===== src/rtl/acc_port_alu_pkg.sv =====
package acc_port_alu_pkg;

    // Fixed order of the port window, relative to its base address.
    localparam int OFF_PLAIN = 0;
    localparam int OFF_ADDSUM = 1;
    localparam int OFF_SUBNEG = 2;
    localparam int OFF_SHL = 3;
    localparam int OFF_SHR = 4;
    localparam int OFF_LANE0 = 5;

    typedef enum logic [2:0] {
        WOP_NONE,
        WOP_LOAD,
        WOP_ADD,
        WOP_SUB,
        WOP_SHL,
        WOP_SHR,
        WOP_LANE
    } wr_op_e;

    typedef enum logic [2:0] {
        RK_NONE,
        RK_PLAIN,
        RK_INV,
        RK_NEG,
        RK_ZERO,
        RK_LANE
    } rd_kind_e;

    typedef struct packed {
        wr_op_e   wop;
        rd_kind_e rk;
    } acc_access_t;

    // Number of offsets the window spans for a given lane count.
    function automatic int window_span(input int lanes);
        return OFF_LANE0 + lanes;
    endfunction

endpackage


===== src/rtl/acc_port_decode.sv =====
module acc_port_decode
    import acc_port_alu_pkg::*;
#(
    parameter int ADDR_W = 8,
    parameter logic [ADDR_W-1:0] BASE_ADDR = 8'h28,
    parameter int LANES = 4
) (
    input  logic [ADDR_W-1:0] addr,
    input  logic              rd_en,
    input  logic              wr_en,
    output acc_access_t       acc_op,
    output logic [LANES-1:0]  lane_sel
);
    localparam int SPAN = window_span(LANES);

    logic [ADDR_W-1:0] off;
    logic              in_win;

    assign off    = addr - BASE_ADDR;
    assign in_win = (addr >= BASE_ADDR) && (off < ADDR_W'(SPAN));

    // One select line per byte lane.
    genvar gi;
    generate
        for (gi = 0; gi < LANES; gi++) begin : g_lane
            assign lane_sel[gi] = in_win && (off == ADDR_W'(OFF_LANE0 + gi));
        end
    endgenerate

    wr_op_e   wop_raw;
    rd_kind_e rk_raw;

    always_comb begin
        wop_raw = WOP_NONE;
        rk_raw  = RK_NONE;
        if (in_win) begin
            if (off == ADDR_W'(OFF_PLAIN)) begin
                wop_raw = WOP_LOAD;
                rk_raw  = RK_PLAIN;
            end else if (off == ADDR_W'(OFF_ADDSUM)) begin
                wop_raw = WOP_ADD;
                rk_raw  = RK_INV;
            end else if (off == ADDR_W'(OFF_SUBNEG)) begin
                wop_raw = WOP_SUB;
                rk_raw  = RK_NEG;
            end else if (off == ADDR_W'(OFF_SHL)) begin
                wop_raw = WOP_SHL;
                rk_raw  = RK_ZERO;
            end else if (off == ADDR_W'(OFF_SHR)) begin
                wop_raw = WOP_SHR;
                rk_raw  = RK_ZERO;
            end else begin
                wop_raw = WOP_LANE;
                rk_raw  = RK_LANE;
            end
        end
    end

    always_comb begin
        acc_op.wop = wr_en ? wop_raw : WOP_NONE;
        acc_op.rk  = rd_en ? rk_raw  : RK_NONE;
    end

endmodule


===== src/rtl/acc_update.sv =====
module acc_update
    import acc_port_alu_pkg::*;
#(
    parameter int DATA_W = 32,
    parameter int LANES = DATA_W / 8
) (
    input  wr_op_e            wop,
    input  logic [LANES-1:0]  lane_sel,
    input  logic [DATA_W-1:0] acc,
    input  logic [DATA_W-1:0] wdata,
    output logic [DATA_W-1:0] acc_next
);
    localparam int SH_W = $clog2(DATA_W);

    logic [SH_W-1:0]   sh_amt;
    logic [DATA_W-1:0] lane_merged;

    assign sh_amt = wdata[SH_W-1:0];

    // Each byte lane takes the low byte of the write data when selected.
    genvar gi;
    generate
        for (gi = 0; gi < LANES; gi++) begin : g_merge
            assign lane_merged[gi*8 +: 8] = lane_sel[gi] ? wdata[7:0] : acc[gi*8 +: 8];
        end
    endgenerate

    always_comb begin
        unique case (wop)
            WOP_LOAD: acc_next = wdata;
            WOP_ADD:  acc_next = acc + wdata;
            WOP_SUB:  acc_next = acc - wdata;
            WOP_SHL:  acc_next = acc << sh_amt;
            WOP_SHR:  acc_next = acc >> sh_amt;
            WOP_LANE: acc_next = lane_merged;
            default:  acc_next = acc;
        endcase
    end

endmodule


===== src/rtl/acc_read_mux.sv =====
module acc_read_mux
    import acc_port_alu_pkg::*;
#(
    parameter int DATA_W = 32,
    parameter int LANES = DATA_W / 8
) (
    input  rd_kind_e          rk,
    input  logic [LANES-1:0]  lane_sel,
    input  logic [DATA_W-1:0] acc,
    output logic [DATA_W-1:0] rdata
);
    logic [DATA_W-1:0] lane_view;

    always_comb begin
        lane_view = '0;
        for (int i = 0; i < LANES; i++) begin
            if (lane_sel[i]) begin
                lane_view = DATA_W'(acc[i*8 +: 8]);
            end
        end
    end

    always_comb begin
        unique case (rk)
            RK_PLAIN: rdata = acc;
            RK_INV:   rdata = ~acc;
            RK_NEG:   rdata = '0 - acc;
            RK_LANE:  rdata = lane_view;
            default:  rdata = '0;
        endcase
    end

endmodule


===== src/rtl/acc_port_alu.sv =====
module acc_port_alu
    import acc_port_alu_pkg::*;
#(
    parameter int ADDR_W = 8,
    parameter int DATA_W = 32,
    parameter logic [ADDR_W-1:0] BASE_ADDR = 8'h28
) (
    input  logic              clk,
    input  logic              rst,
    input  logic [ADDR_W-1:0] port_addr,
    input  logic              rd_en,
    output logic [DATA_W-1:0] rd_data,
    input  logic              wr_en,
    input  logic [DATA_W-1:0] wr_data
);
    localparam int LANES = DATA_W / 8;

    acc_access_t       acc_op;
    logic [LANES-1:0]  lane_sel;
    logic [DATA_W-1:0] acc_q;
    logic [DATA_W-1:0] acc_d;

    acc_port_decode #(
        .ADDR_W   (ADDR_W),
        .BASE_ADDR(BASE_ADDR),
        .LANES    (LANES)
    ) u_decode (
        .addr    (port_addr),
        .rd_en   (rd_en),
        .wr_en   (wr_en),
        .acc_op  (acc_op),
        .lane_sel(lane_sel)
    );

    acc_update #(
        .DATA_W(DATA_W),
        .LANES (LANES)
    ) u_update (
        .wop     (acc_op.wop),
        .lane_sel(lane_sel),
        .acc     (acc_q),
        .wdata   (wr_data),
        .acc_next(acc_d)
    );

    acc_read_mux #(
        .DATA_W(DATA_W),
        .LANES (LANES)
    ) u_rmux (
        .rk      (acc_op.rk),
        .lane_sel(lane_sel),
        .acc     (acc_q),
        .rdata   (rd_data)
    );

    always_ff @(posedge clk) begin
        if (rst) begin
            acc_q <= '0;
        end else begin
            acc_q <= acc_d;
        end
    end

endmodule


===== config.mk =====
export PLATFORM = sky130hd
export DESIGN_NAME = acc_port_alu
export DESIGN_NICKNAME = d
export VERILOG_FILES = /design/src/rtl/acc_port_alu_pkg.sv /design/src/rtl/acc_port_decode.sv /design/src/rtl/acc_update.sv /design/src/rtl/acc_read_mux.sv /design/src/rtl/acc_port_alu.sv
export SDC_FILE = /design/constraint.sdc
export NUM_CORES = 1
export LEC_CHECK = 0
export BUFFER_PORTS_ARGS = -buffer_cell sky130_fd_sc_hd__buf_2
export CORE_ASPECT_RATIO = 0.8
export CORE_MARGIN = 8
export CORE_UTILIZATION = 45
export CTS_CLUSTER_DIAMETER = 60
export DETAILED_ROUTE_END_ITERATION = 10
export PLACE_DENSITY_LB_ADDON = 0.25
export SLEW_MARGIN = 20
export SYNTH_ARGS = -nofsm -noshare
export SYNTH_HDL_FRONTEND = slang
export SYNTH_SLANG_ARGS = --single-unit

===== constraint.sdc =====
create_clock -name clk -period 5.46 [get_ports clk]
set_input_delay 0.546 -clock clk [delete_from_list [all_inputs] [get_ports clk]]
set_output_delay 0.546 -clock clk [all_outputs]
set_load 0.05 [all_outputs]

==> flow_summary.ini, run 1 <==
[finish]
top_regs = acc_q: 32 flops
drive_gt1_frac = 0.181
largest_register_ffs = 32
layout.nets = 1271
n_antenna_cell = 0
regMostFlops = acc_q
syn2layout_area_growth_pct = 7.60
design_area_mm2 = 0.00927

[critical_path]
cpMostUsedCell = ha_1
slowest_delay_ps = 540
slowest_stage = a2111oi_0
endpoint_kind = register
cp-start-kind = input port
critPathTopFamily = compound AO/OA/AOI/OAI gates
critPathBufInv = 2
path_cells = buf_2 -> inv_1 -> ha_1 -> nor2b_1 -> a31oi_1 -> nor3_1 -> and2_1 -> a21oi_1 -> xnor2_1 -> ha_1 -> and4_1 -> and3_1 -> a221oi_1 -> o31ai_1 -> a311o_1 -> a2111oi_0 -> o21ai_0 -> o31a_1 -> o221ai_1
required_ps = 5650
cp.arrival_ps = 5120
path_class = in2reg
crit_path_max_fanout = 11

[logic_synthesis]
synth_area_per_cell_um2 = 7.24
synth-edff-count = 0
synth_ff_type = dfxtp_1
synth_commonest_cells = 125 x o21ai_0, 122 x nor2_1, 119 x nand2_1
postSynthCellCount = 1189
synth_top_area_cell = mux4_2
yosys.cell_count.top_type = o21ai_0
synth_seq_cells = 32
yosysWarnings = 0
synth_area_leaders = mux4_2 15%, dfxtp_1 7.4%, o21ai_0 7.3%, mux2i_1 6.4%, nor2_1 5.3%
synth-seq-area-share = 0.0744
async_reset_ff_frac = 0
syn-num-nets = 1269
synthDistinctLibCells = 74
yosysTopAreaCellShare = 0.149
synth_area_mm2 = 0.00861

[timing]
fin_tns_setup_ps = 0
rsz0062_at_grt = false
worstMarginPinSlew_ps = 1090
fin_ws_ps = 529
post-route-period-util = 0.903
finalMaxSlewViolations = 0
setup_violations = 0
relSlewSlack = 0.270
hold_viol = 0
holdWs_ps = 618
fin_crit_ps = 4930
fmax_ghz = 0.203
fin_skew_ps = 9.60

[routing]
wl_um = 36900
post_drt_wl_per_cell_um = 25.5
drcViolationCount = 0
vias = 9944
drtIter0Drc = 1595
dr.pass1.iters = 5
vias_per_cell = 6.86
antenna_left = 0

[global_routing]
grt_pass1_wl_um = 56500
grtUsageTotal = 0.303
antenna_found_initial = 0
grt_pass1_vias = 9168
overflow = 0
grt_start_max_net_pins = 70

[place]
numPortBuffers = 75
dp_hpwl_um = 28700
gp_congestion = 1.05
post-place-ws_ps = 251
place_area_mm2 = 0.00911

[clocking]
path_clk_slew_ps = 60
post_cts_buffers = 0
cts_tree = yes
clock-sinks = 32
htreeDepth = 2
cts_root_buf = clkbuf_16
cts_hold_buf = 0
clk_latency_ps = 280
cts_resized = 0
cts_inserted_buffers = 5
clock_path_buffers = 2

[floorplan]
die_x_um = 171
core_region_area_mm2 = 0.0189
num_rows = 45
die_area_mm2 = 0.0239
die_y_um = 140
start_util = 0.457
num_io_pins = 76

[job]
maxCapViolCount = 0

[worst_hold_path]
hold_path_class = in2reg

[power_and_ir_drop]
leakage_uw = 0.00360
p_per_area_mw_per_mm2 = 94.4
design_power_total_uw = 875
vdd_ir_drop_max_mv = 0.0973

[status]
status = completed
-- where the power goes --
| group | internal [uW] | switching, uW |
|---|---|---|
| logic | 120 | 214 |
| registers | 235 | 7.09 |
| clock network | 191 | 107 |
| total | 547 | 328 |
-- layer usage --
| layer | GRT usage | vias to the layer above | share of wire |
|---|---|---|---|
| li1 | - | 4509 | - |
| met1 | 0.456 | 4799 | 0.45 |
| met2 | 0.435 | 576 | 0.42 |
| met3 | 0.0627 | 60 | 0.11 |
| met4 | 0.0553 | 0 | 0.020 |
| met5 | 0 | - | 0 |
-- final cells by class --
class,instances,area (um2)
timing repair buffer,106,611
clock buffer,7,153
sequential,32,641
fill,1939,9590
inverter,26,97.6
multi-input combinational,1020,7440
tap,258,323
-- final timing paths --
kind,startpoint,to,slack (ps),cells after the start
setup reg to reg,acc_q[0]$_SDFFE_PP0P_,acc_q[28]$_SDFFE_PP0P_,1720,13
setup / recovery,port_addr[3],acc_q[28]$_SDFFE_PP0P_,530,19
hold / removal,wr_data[9],acc_q[9]$_SDFFE_PP0P_,620,3
hold reg to reg,acc_q[4]$_SDFFE_PP0P_,acc_q[4]$_SDFFE_PP0P_,660,3
-- worst min-delay path, cell delays in order --
cell,delay [ps]
buf_2,110
o21ai_0,80
o21ai_0,130
-- placed cells by master, fill, tap and decap left out, types with 20 or more instances in the layout --
| cell type | instances |
|---|---|
| nor3_1 | 40 |
| mux2i_1 | 55 |
| ha_1 | 35 |
| nand2_1 | 118 |
| o31ai_1 | 21 |
| a21oi_1 | 87 |
| o221ai_1 | 23 |
| a211oi_1 | 20 |
| nor2_1 | 122 |
| xor2_1 | 33 |
| buf_4 | 32 |
| xnor2_1 | 26 |
| buf_2 | 74 |
| o21ai_0 | 125 |
| mux4_2 | 57 |
| inv_1 | 24 |
| dfxtp_1 | 32 |
-- cell families (layout without fill, tap and decap cells) --
family	count (synthesis)	after routing	share of synthesized area
mux	130	130	0.236
simple gates	390	390	0.212
compound gates	405	405	0.302
fa+ha+maj	36	36	0.0532
buf+inv	137	139	0.0622
xor+xnor	59	59	0.0600
flops	32	32	0.0744
-- per-stage QoR --
step	cells	util
CTS	1449	0.491
global placement	1442	0.483
floorplan	1189	-
global route	1449	0.491
detailed placement	1442	0.483
finish	1449	0.491
Note: power is estimated with default switching activity, not from simulation.
==> run 2: changes to the inputs <==
--- a/config.mk
+++ b/config.mk
@@ -12,6 +12,7 @@
 export CTS_CLUSTER_DIAMETER = 60
 export DETAILED_ROUTE_END_ITERATION = 10
 export PLACE_DENSITY_LB_ADDON = 0.25
+export REMOVE_ABC_BUFFERS = 1
 export SLEW_MARGIN = 20
 export SYNTH_ARGS = -nofsm -noshare
 export SYNTH_HDL_FRONTEND = slang
==> run 2 against run 1 <==
Via count rose by 0.10%. Largest power group is now clock. Cell count rose by 0.14%. Non-clock buffer count rose by 1.
==> flow_summary.ini, run 2 (synthesis gave the netlist of run 1 again) <==
[global_routing]
antenna_found_initial = 0
grt_start_max_net_pins = 66
overflow = 0
grt_pass1_wl_um = 56200
grt_pass1_vias = 9219
grtUsageTotal = 0.302

[finish]
regMostFlops = acc_q
post-route-util = 0.492
n_antenna_cell = 0
design_area_mm2 = 0.00928
top_regs = acc_q: 32 flops
syn2layout_area_growth_pct = 7.79
final_common_cell = o21ai_0
drive_gt1_frac = 0.180
final_cell_mix = 125 x o21ai_0, 122 x nor2_1, 119 x nand2_1, 87 x a21oi_1, 74 x buf_2
largest_register_ffs = 32
layout.nets = 1272

[clocking]
clk_latency_ps = 290
path_clk_slew_ps = 70
cts_tree = yes
clock-sinks = 32
cts_inserted_buffers = 5
htreeDepth = 2
clock_path_buffers = 2
post_cts_buffers = 0
cts_hold_buf = 0
cts_root_buf = clkbuf_16
cts_resized = 0

[critical_path]
path_class = in2reg
path_cells = buf_2 -> inv_1 -> ha_1 -> and3b_1 -> a31oi_1 -> nor3_1 -> buf_4 -> nand2_1 -> o21ai_0 -> xor2_1 -> ha_1 -> and4_1 -> and3_1 -> a221oi_1 -> o31ai_1 -> a311o_1 -> a2111oi_0 -> o21ai_0 -> o31a_1 -> o221ai_1
critPathBufInv = 3
cp.arrival_ps = 5200
cp-start-kind = input port
slowest_delay_ps = 560
required_ps = 5660
cp_num_cells = 20
crit_path_max_fanout = 11
endpoint_kind = register
reg2reg_from = acc_q[0]$_SDFFE_PP0P_
reg2reg_depth = 13
r2r-end = acc_q[28]$_SDFFE_PP0P_
startpoint = port_addr[3]
crit_path_end = acc_q[28]$_SDFFE_PP0P_
critPathTopFamily = compound AO/OA/AOI/OAI gates
slowest_stage = a2111oi_0
r2r_slack_ps = 1670

[timing]
relSlewSlack = 0.193
fin_skew_ps = 9.01
fin_tns_setup_ps = 0
hold_viol = 0
rsz0062_at_grt = false
fin_crit_ps = 5000
fmax_ghz = 0.200
post-route-period-util = 0.916
setup_violations = 0
fin_ws_ps = 460
worstMarginPinSlew_ps = 1210
finalMaxSlewViolations = 0

[routing]
post_drt_wl_per_cell_um = 25.3
dr.pass1.iters = 7
drtIter0Drc = 1514
vias = 9954
vias_per_cell = 6.86
antenna_left = 0
drcViolationCount = 0
wl_um = 36700

[floorplan]
num_io_pins = 76
die_x_um = 171
core_region_area_mm2 = 0.0189
start_util = 0.457
die_area_mm2 = 0.0239
die_y_um = 140
num_rows = 45

[power_and_ir_drop]
design_power_total_uw = 911
leakage_uw = 0.00361
combPwrFrac = 0.361
seqPwrFrac = 0.266
power_frac_clock = 0.372
switching_power_uw = 341
vdd_ir_drop_max_mv = 0.0911
p_per_area_mw_per_mm2 = 98.1
p_int_uw = 570
sw_frac_of_total = 0.374

[status]
status = completed

[worst_hold_path]
hold_path_class = in2reg
hp-start = wr_data[17]

[place]
place_area_mm2 = 0.00912
dp_hpwl_um = 28000
gp_congestion = 1.06
post-place-ws_ps = 245
numPortBuffers = 75

[job]
maxCapViolCount = 0
[run 2: cell count changes in the layout (fill, tap and decap cells not counted), sizes merged]
cell and change:
buf +1, bufinv +1, clkbuf -1, clkinv +1
[run 2: metrics by stage]
stage | cells | hold slack (ps)
global route | 1451 | 623
floorplan | 1078 | 524
detailed placement | 1443 | 631
CTS | 1451 | 599
finish | 1451 | 598
global placement | 1443 | 629
[run 2: per-layer routing]
layer,part of all wire,track usage,wire length (um)
met1,0.43,0.431,15800
met2,0.42,0.439,15400
met3,0.13,0.0896,4690
met4,0.021,0.0604,757
met5,0,0,0
[run 2: worst min path at each step]
stage | end | slack [ps] | cells past startpoint
global placement | acc_q[0]$_SDFFE_PP0P_ | 630 | 2
CTS | acc_q[17]$_SDFFE_PP0P_ | 600 | 3
floorplan | acc_q[0]$_SDFFE_PP0P_ | 520 | 2
finish | acc_q[17]$_SDFFE_PP0P_ | 600 | 3
detailed placement | acc_q[0]$_SDFFE_PP0P_ | 630 | 2
global route | acc_q[17]$_SDFFE_PP0P_ | 620 | 3
[run 2: final cells by class]
| type | count | area, um2 |
|---|---|---|
| clock inverters | 2 | 35.0 |
| multi-input cells | 1020 | 7440 |
| clock buffers | 6 | 129 |
| well taps | 258 | 323 |
| flip-flops and latches | 32 | 641 |
| repair buffers | 107 | 618 |
| fillers | 1912 | 9580 |
| inverters | 26 | 97.6 |
[run 2: power by group through the flow]
stage | sequential, uW | combinational [uW] | clock, uW
after CTS | 242 | 320 | 344
after detailed placement | 247 | 319 | 0
after floorplan | 245 | 186 | 0
final | 242 | 329 | 339
after global routing | 243 | 353 | 355
after global placement | 247 | 317 | 0
[run 2: worst min-delay path: cells and delay by family]
kind,cells,cell delay (ps)
compound gates,2,200
buf+inv,1,110
